## src/rtl/phs_pkg.sv

```systemverilog
package phs_pkg;

  typedef enum logic [2:0] {
    S_IDLE,
    S_WR_HI,
    S_WR_LO,
    S_RD_ISSUE,
    S_RD_WAIT,
    S_WR_CK,
    S_DONE
  } seq_state_t;

  typedef enum logic [1:0] {
    W_LEN_HI,
    W_LEN_LO,
    W_CHECK
  } wsel_t;

  localparam int unsigned HDR_BYTES  = 16;
  localparam int unsigned SUM_READS  = HDR_BYTES - 1;  // every byte except the check byte
  localparam int unsigned OFS_CHECK  = 1;
  localparam int unsigned OFS_LEN_HI = 2;
  localparam int unsigned OFS_LEN_LO = 3;
  localparam int unsigned UNIT_SHIFT = 4;              // 16-byte units
  localparam int unsigned LEN_FIELD  = 16;             // two length bytes

  // 8-bit add with end-around carry
  function automatic logic [7:0] fold_add(input logic [7:0] a, input logic [7:0] b);
    logic [8:0] s;
    s = {1'b0, a} + {1'b0, b};
    return s[7:0] + {7'd0, s[8]};
  endfunction

endpackage

```

## src/rtl/phs_len_calc.sv

```systemverilog
module phs_len_calc #(
  parameter int AW = 16
) (
  input  logic [AW-1:0] base_in,
  input  logic [AW-1:0] limit_in,
  output logic [7:0]    units_hi,
  output logic [7:0]    units_lo
);
  import phs_pkg::*;

  localparam int TOP_BIT = UNIT_SHIFT + LEN_FIELD;           // 20
  localparam int DW      = ((AW > TOP_BIT) ? AW : TOP_BIT) + 1;
  localparam int RND     = (1 << UNIT_SHIFT) - 1;

  logic [AW-1:0] diff;
  logic [DW-1:0] span;
  logic [DW-1:0] rounded;

  // round the span up to whole units, then split the unit count
  always_comb begin
    diff     = limit_in - base_in;
    span     = DW'(diff);
    rounded  = (span + DW'(RND)) & ~DW'(RND);
    units_hi = rounded[UNIT_SHIFT+15:UNIT_SHIFT+8];
    units_lo = rounded[UNIT_SHIFT+7:UNIT_SHIFT];
  end

endmodule

```

## src/rtl/phs_fold_acc.sv

```systemverilog
module phs_fold_acc (
  input  logic       clk,
  input  logic       rst_n,
  input  logic       load,
  input  logic       add,
  input  logic [7:0] din,
  output logic [7:0] sum
);
  import phs_pkg::*;

  always_ff @(posedge clk or negedge rst_n) begin
    if (!rst_n)    sum <= 8'd0;
    else if (load) sum <= din;                 // seed with signature byte
    else if (add)  sum <= fold_add(sum, din);
  end

  AST_LOAD_ADD_EXCL: assert property (@(posedge clk) disable iff (!rst_n)
    !(load && add));

endmodule

```

## src/rtl/phs_seq.sv

```systemverilog
module phs_seq (
  input  logic               clk,
  input  logic               rst_n,
  input  logic               go,
  output logic               accept,
  output logic               busy,
  output logic               done,
  output logic               mem_we,
  output phs_pkg::wsel_t     wsel,
  output logic [3:0]         ofs,
  output logic               acc_load,
  output logic               acc_add
);
  import phs_pkg::*;

  localparam int CW = $clog2(SUM_READS + 1);

  seq_state_t    state;
  logic [CW-1:0] rd_cnt;

  always_ff @(posedge clk or negedge rst_n) begin
    if (!rst_n) begin
      state  <= S_IDLE;
      rd_cnt <= '0;
    end else begin
      case (state)
        S_IDLE: if (go) begin
          state  <= S_WR_HI;
          rd_cnt <= '0;
        end
        S_WR_HI:    state <= S_WR_LO;
        S_WR_LO:    state <= S_RD_ISSUE;   // both length writes precede reads
        S_RD_ISSUE: state <= S_RD_WAIT;    // wait one cycle for data
        S_RD_WAIT: begin
          rd_cnt <= rd_cnt + 1'b1;
          state  <= (rd_cnt == CW'(SUM_READS - 1)) ? S_WR_CK : S_RD_ISSUE;
        end
        S_WR_CK:    state <= S_DONE;
        S_DONE:     state <= S_IDLE;
        default:    state <= S_IDLE;
      endcase
    end
  end

  always_comb begin
    accept   = (state == S_IDLE) && go;
    busy     = (state != S_IDLE);
    done     = (state == S_DONE);
    mem_we   = 1'b0;
    wsel     = W_CHECK;
    ofs      = 4'd0;
    acc_load = 1'b0;
    acc_add  = 1'b0;
    case (state)
      S_WR_HI: begin mem_we = 1'b1; wsel = W_LEN_HI; ofs = 4'(OFS_LEN_HI); end
      S_WR_LO: begin mem_we = 1'b1; wsel = W_LEN_LO; ofs = 4'(OFS_LEN_LO); end
      S_RD_ISSUE, S_RD_WAIT: begin
        // offset 0 first, then 2..15, skipping the check byte
        ofs = (rd_cnt == '0) ? 4'd0 : 4'(rd_cnt + 1'b1);
        if (state == S_RD_WAIT) begin
          acc_load = (rd_cnt == '0);
          acc_add  = (rd_cnt != '0);
        end
      end
      S_WR_CK: begin mem_we = 1'b1; wsel = W_CHECK; ofs = 4'(OFS_CHECK); end
      default: ;
    endcase
  end

  AST_DONE_PULSE: assert property (@(posedge clk) disable iff (!rst_n)
    done |=> !done);
  AST_WE_ONLY_BUSY: assert property (@(posedge clk) disable iff (!rst_n)
    mem_we |-> busy);
  AST_WAIT_AFTER_ISSUE: assert property (@(posedge clk) disable iff (!rst_n)
    (state == S_RD_WAIT) |-> ($past(state) == S_RD_ISSUE));
  AST_CK_AFTER_ALL_READS: assert property (@(posedge clk) disable iff (!rst_n)
    (state == S_WR_CK) |-> (rd_cnt == CW'(SUM_READS)));
  AST_DONE_AFTER_CK: assert property (@(posedge clk) disable iff (!rst_n)
    done |-> $past(mem_we));

endmodule

```

## src/rtl/part_hdr_sealer.sv

```systemverilog
module part_hdr_sealer #(
  parameter int AW = 16
) (
  input  logic          clk,
  input  logic          rst_n,
  input  logic          start,
  input  logic [AW-1:0] start_addr,
  input  logic [AW-1:0] end_addr,
  output logic          busy,
  output logic          done,
  output logic [AW-1:0] mem_addr,
  output logic          mem_we,
  output logic [7:0]    mem_wdata,
  input  logic [7:0]    mem_rdata
);
  import phs_pkg::*;

  logic          accept;
  logic [7:0]    calc_hi, calc_lo;
  logic [AW-1:0] base_q;
  logic [7:0]    hi_q, lo_q;
  wsel_t         wsel;
  logic [3:0]    ofs;
  logic          acc_load, acc_add;
  logic [7:0]    ck_sum;

  phs_len_calc #(.AW(AW)) u_len (
    .base_in  (start_addr),
    .limit_in (end_addr),
    .units_hi (calc_hi),
    .units_lo (calc_lo)
  );

  phs_seq u_seq (
    .clk      (clk),
    .rst_n    (rst_n),
    .go       (start),
    .accept   (accept),
    .busy     (busy),
    .done     (done),
    .mem_we   (mem_we),
    .wsel     (wsel),
    .ofs      (ofs),
    .acc_load (acc_load),
    .acc_add  (acc_add)
  );

  phs_fold_acc u_acc (
    .clk   (clk),
    .rst_n (rst_n),
    .load  (acc_load),
    .add   (acc_add),
    .din   (mem_rdata),
    .sum   (ck_sum)
  );

  // capture the job only on acceptance
  always_ff @(posedge clk or negedge rst_n) begin
    if (!rst_n) begin
      base_q <= '0;
      hi_q   <= 8'd0;
      lo_q   <= 8'd0;
    end else if (accept) begin
      base_q <= start_addr;
      hi_q   <= calc_hi;
      lo_q   <= calc_lo;
    end
  end

  always_comb begin
    mem_addr = base_q + AW'(ofs);
    case (wsel)
      W_LEN_HI: mem_wdata = hi_q;
      W_LEN_LO: mem_wdata = lo_q;
      default:  mem_wdata = ck_sum;
    endcase
  end

  AST_JOB_HELD: assert property (@(posedge clk) disable iff (!rst_n)
    (busy && start) |=> ($stable(base_q) && $stable(hi_q) && $stable(lo_q)));

endmodule

```

## config.mk

```make
export PLATFORM = sky130hd
export DESIGN_NAME = part_hdr_sealer
export DESIGN_NICKNAME = d
export VERILOG_FILES = /design/src/rtl/phs_pkg.sv /design/src/rtl/phs_len_calc.sv /design/src/rtl/phs_fold_acc.sv /design/src/rtl/phs_seq.sv /design/src/rtl/part_hdr_sealer.sv
export SDC_FILE = /design/constraint.sdc
export NUM_CORES = 1
export LEC_CHECK = 0
export BUFFER_PORTS_ARGS = -buffer_cell sky130_fd_sc_hd__clkbuf_2
export CORE_ASPECT_RATIO = 0.6
export CORE_MARGIN = 2
export CORE_UTILIZATION = 45
export DETAILED_ROUTE_END_ITERATION = 10
export PLACE_DENSITY = 0.71
export SYNTH_ARGS = -nofsm -noshare
export SYNTH_HDL_FRONTEND = slang
export SYNTH_SLANG_ARGS = --single-unit
```

## constraint.sdc

```tcl
create_clock -name clk -period 3.15 [get_ports clk]
set_input_delay 0.63 -clock clk [delete_from_list [all_inputs] [get_ports clk]]
set_output_delay 0.63 -clock clk [all_outputs]
set_load 0.02 [all_outputs]
```

==> impl_results.md <==
- Reg-to-reg slack, setup: -10 ps
- Worst R2R End: u_acc.sum[7]
- Peak supply drop: 0.000385 V
- Overall die height: 75.3 µm
- Syn_nets: roughly 550
- Synth Area in Adders: between 10% and 20%
- Total Routing Usage GR: roughly a quarter
- Sw power: approximately 2.2 mW
- Clock transition at path regs: approximately 60 ps
- Number of flops mapped to enable cells by yosys: 0
- Library cells used by synthesis: 52
- Synth Cell Area: around 0.0038 mm²
- CTS Sinks: 44
- # hold bufs at CTS: 0
- Area contributors post-synth: dfrtp_1, ha_1, o21ai_0
- Initial drt markers: around 300
- Worst Tran Pin Value: about 1100 ps
- PwrDens: between 900 and 1000 mW/mm²
- Rows: 25
- Main combinational cell family by area after synthesis: compound AO/OA/AOI/OAI gates
- Synth Area in Simple Gates: 21.4%
- Clock Tree Buf Depth: 2
- Net switching fraction of the power: 46.0%
- Synth warn: 0
- Clk_lat worst skew: roughly 290 ps
- CP Launch Point: u_seq.rd_cnt[1]
- Synth Area in XOR/XNOR: under 10%
- Most common cell in the synthesized netlist: nand2_1
- Critical path buffers and inverters: 3
- Sequential share of the synthesized area: 28.9%
- Most common flop cell mapped by yosys: dfrtp_1
- Number of global-route vias before repair: 3567
- Die X: between 100 and 150 µm
- CP Capture Type: primary output
- Fillers: slightly below 700
- Setup violators final: 12
- PortBufs: 69
- Yosys reg bits: 44
- Area after DPL: 0.00473 mm²
- Synth Area in Compound Gates: 22.7%
- Global-route wire length before repair: ~17 mm
- PnR Total Power: between 4 and 5 mW
- Leading area contributor after synthesis: dfrtp_1
- Die area: roughly 0.0092 mm²
- 1st-pass router iterations: 5
- Cell count after synthesis: 470
- Outcome: finished, violations left
- Slowest CP cell: fa_2
- Largest net degree at the start of global routing: 50
- Initial antenna violation count: 0
- Post-DR wirelength/cell: about 16 µm
- WL final: approximately 11 mm
- Gr ovfl total: 0
- Mux cell area share after synthesis: 0.525%
- Async SR Flop Fraction: 100%
- CTS tree: done
- Yosys top cell area share: between 20% and 30%
- Layout cell share with drive strength beyond 1: 32.9%
- LEAKAGE: 2.52 nW
- Slew Viols, Final: 0
- Initial Utilization: between 40% and 50%
- Clk root buf: clkbuf_16
- Area grow syn2layout: 36.3%
- CP top delay family: adder cells
- Worst r2r src: u_acc.sum[0]
- Layout Nets: ~680
- Failing checks: setup timing
- Final min period: about 3500 ps
- Most instantiated cells after synthesis: nand2_1, o21ai_0, dfrtp_1, ha_1, inv_1
- WP data required: 2520 ps
- F_max: 0.283 GHz
- Worst EP arrival: slightly below 3000 ps
- Cell area after layout: about 0.0052 mm²
- Hold Path Origin: lo_q[4]
- Tightest Hold Check Type: flop to flop
- Final HPWL from detailed placement: around 8.4 mm
- R2R depth: 16
- H-tree Lvls: 2
- Final Cycle Share: 112%
- GPL Wtd Cong: about 0.95
- Final setup margin: -378 ps
- Mean post-synth cell area: between 8 and 9 µm²
- Unrepaired setup endpoints after global routing: true
- Critical Path Most Common Cell: buf_6
- CP startpoint kind: flop
- Via density: ~5.5
- Hold path cells: 2
- CP Max Fanout: 3
- Via count: 3891
- Area of the multi-input gates: approximately 0.0027 mm²
- CP Class: flop to primary output
- Clk_skew: a little under 5 ps
- P_int: roughly 2.6 mW
- Final Hold Viols: 0
- Residual DRC: 0
- Headroom to the max-slew limit: a little over a quarter
- Max Cap Viol: 0
- Hold Crit Endpoint: lo_q[4]
- Sequential cell area: around 0.0011 mm²
- Num CTS Buffers: 5
- Slowest cell delay on critical path: about 380 ps
- Antenna-violating nets left: 0
- ANT cells: 0
- Clock share of power: 12.9%
- CP cell instances: inv_2 -> ha_4 -> a21oi_2 -> o31a_1 -> fa_2 -> nor2b_1 -> o21ai_1 -> nand2b_1 -> and3_4 -> nor2b_4 -> buf_6 -> xor2_2 -> buf_6
- Dpl ws: -272 ps
- Logic pwr share: 64.8%
- Reg power frac: approximately 22%
- Ports: 70
- Core ar.: about 0.008 mm²
- Hold WS: about 490 ps
-- worst max-delay path by stage --
stage,depth (start not counted),to,slack [ps]
2_1_floorplan,13,mem_addr[12],-30
3_5_place_dp,17,u_acc.sum[7],-270
3_3_place_gp,12,hi_q[2],-160
5_1_grt,15,mem_addr[15],-560
6_report,13,mem_addr[10],-380
4_1_cts,15,mem_addr[15],-340
-- state kept, by name, indices dropped and copies added, names as in the netlist --
signal        count
base_q           16
lo_q              8
u_acc.sum         8
hi_q              5
u_seq.rd_cnt      4
u_seq.state       3
-- final cells by class --
class,count,share of cell area [%]
clock inverters,2,0.746
well taps,108,2.60
repair buffers,137,17.8
inverters,31,2.24
multi-input cells,381,52.7
clock buffers,6,2.67
flip-flops and latches,44,21.2
-- layer usage --
metal	vias to the layer above	track usage [%]	wire length, µm
li1	1922	-	-
met1	1836	37.2	5430
met2	119	35.6	4690
met3	14	4.49	725
met4	0	6.26	170
met5	-	0	0
-- power groups by stage --
stage | clock network (mW) | registers [mW] | logic [mW]
3_3_place_gp | 0 | 1.05 | 2.72
2_1_floorplan | 0 | 0.987 | 1.84
3_5_place_dp | 0 | 1.06 | 2.76
4_1_cts | 0.630 | 1.06 | 2.95
6_report | 0.625 | 1.08 | 3.13
5_1_grt | 0.658 | 1.11 | 3.40
-- timing repair --
action,in CTS,in global routing
endpoints found under the setup margin,13,22
buffers inserted,8,6
pin swaps,14,19
gates resized for setup,36,34
-- kinds of logic (layout without fill, tap and decap cells) --
kind of cell             Yosys count  count (layout)
buffers and inverters             45             176
flip-flops                        44              44
AND/OR/NAND/NOR                  165             165
adder cells (fa/ha/maj)           35              35
multiplexers                       2               2
XOR/XNOR                          42              42
AO/OA/AOI/OAI                    137             137
-- layout by cell type (no fill, tap or decap), types with 17 or more instances in the layout --
cell type / instances
a21oi_1: 18
buf_4: 74
clkbuf_2: 55
dfrtp_1: 43
ha_1: 28
inv_1: 27
nand2_1: 65
nor2_1: 17
o21ai_0: 53
xnor2_1: 23
-- metrics by stage --
step	util, %	setup TNS (ps)	instances
after floorplan	-	-33.1	470
after global placement	58.8	-1130	689
after detailed placement	58.8	-2350	689
after CTS	63.1	-2770	705
after global routing	64.6	-5570	709
final	64.6	-3190	709
-- worst min-delay path, delay by kind of cell, from the launching register on --
family / cells / cell delay, ps
DFF: 1 / 340
AOI/OAI and AO/OA: 1 / 60
and+or+nand+nor: 1 / 50
No activity file was read; power rests on OpenSTA's default activity.
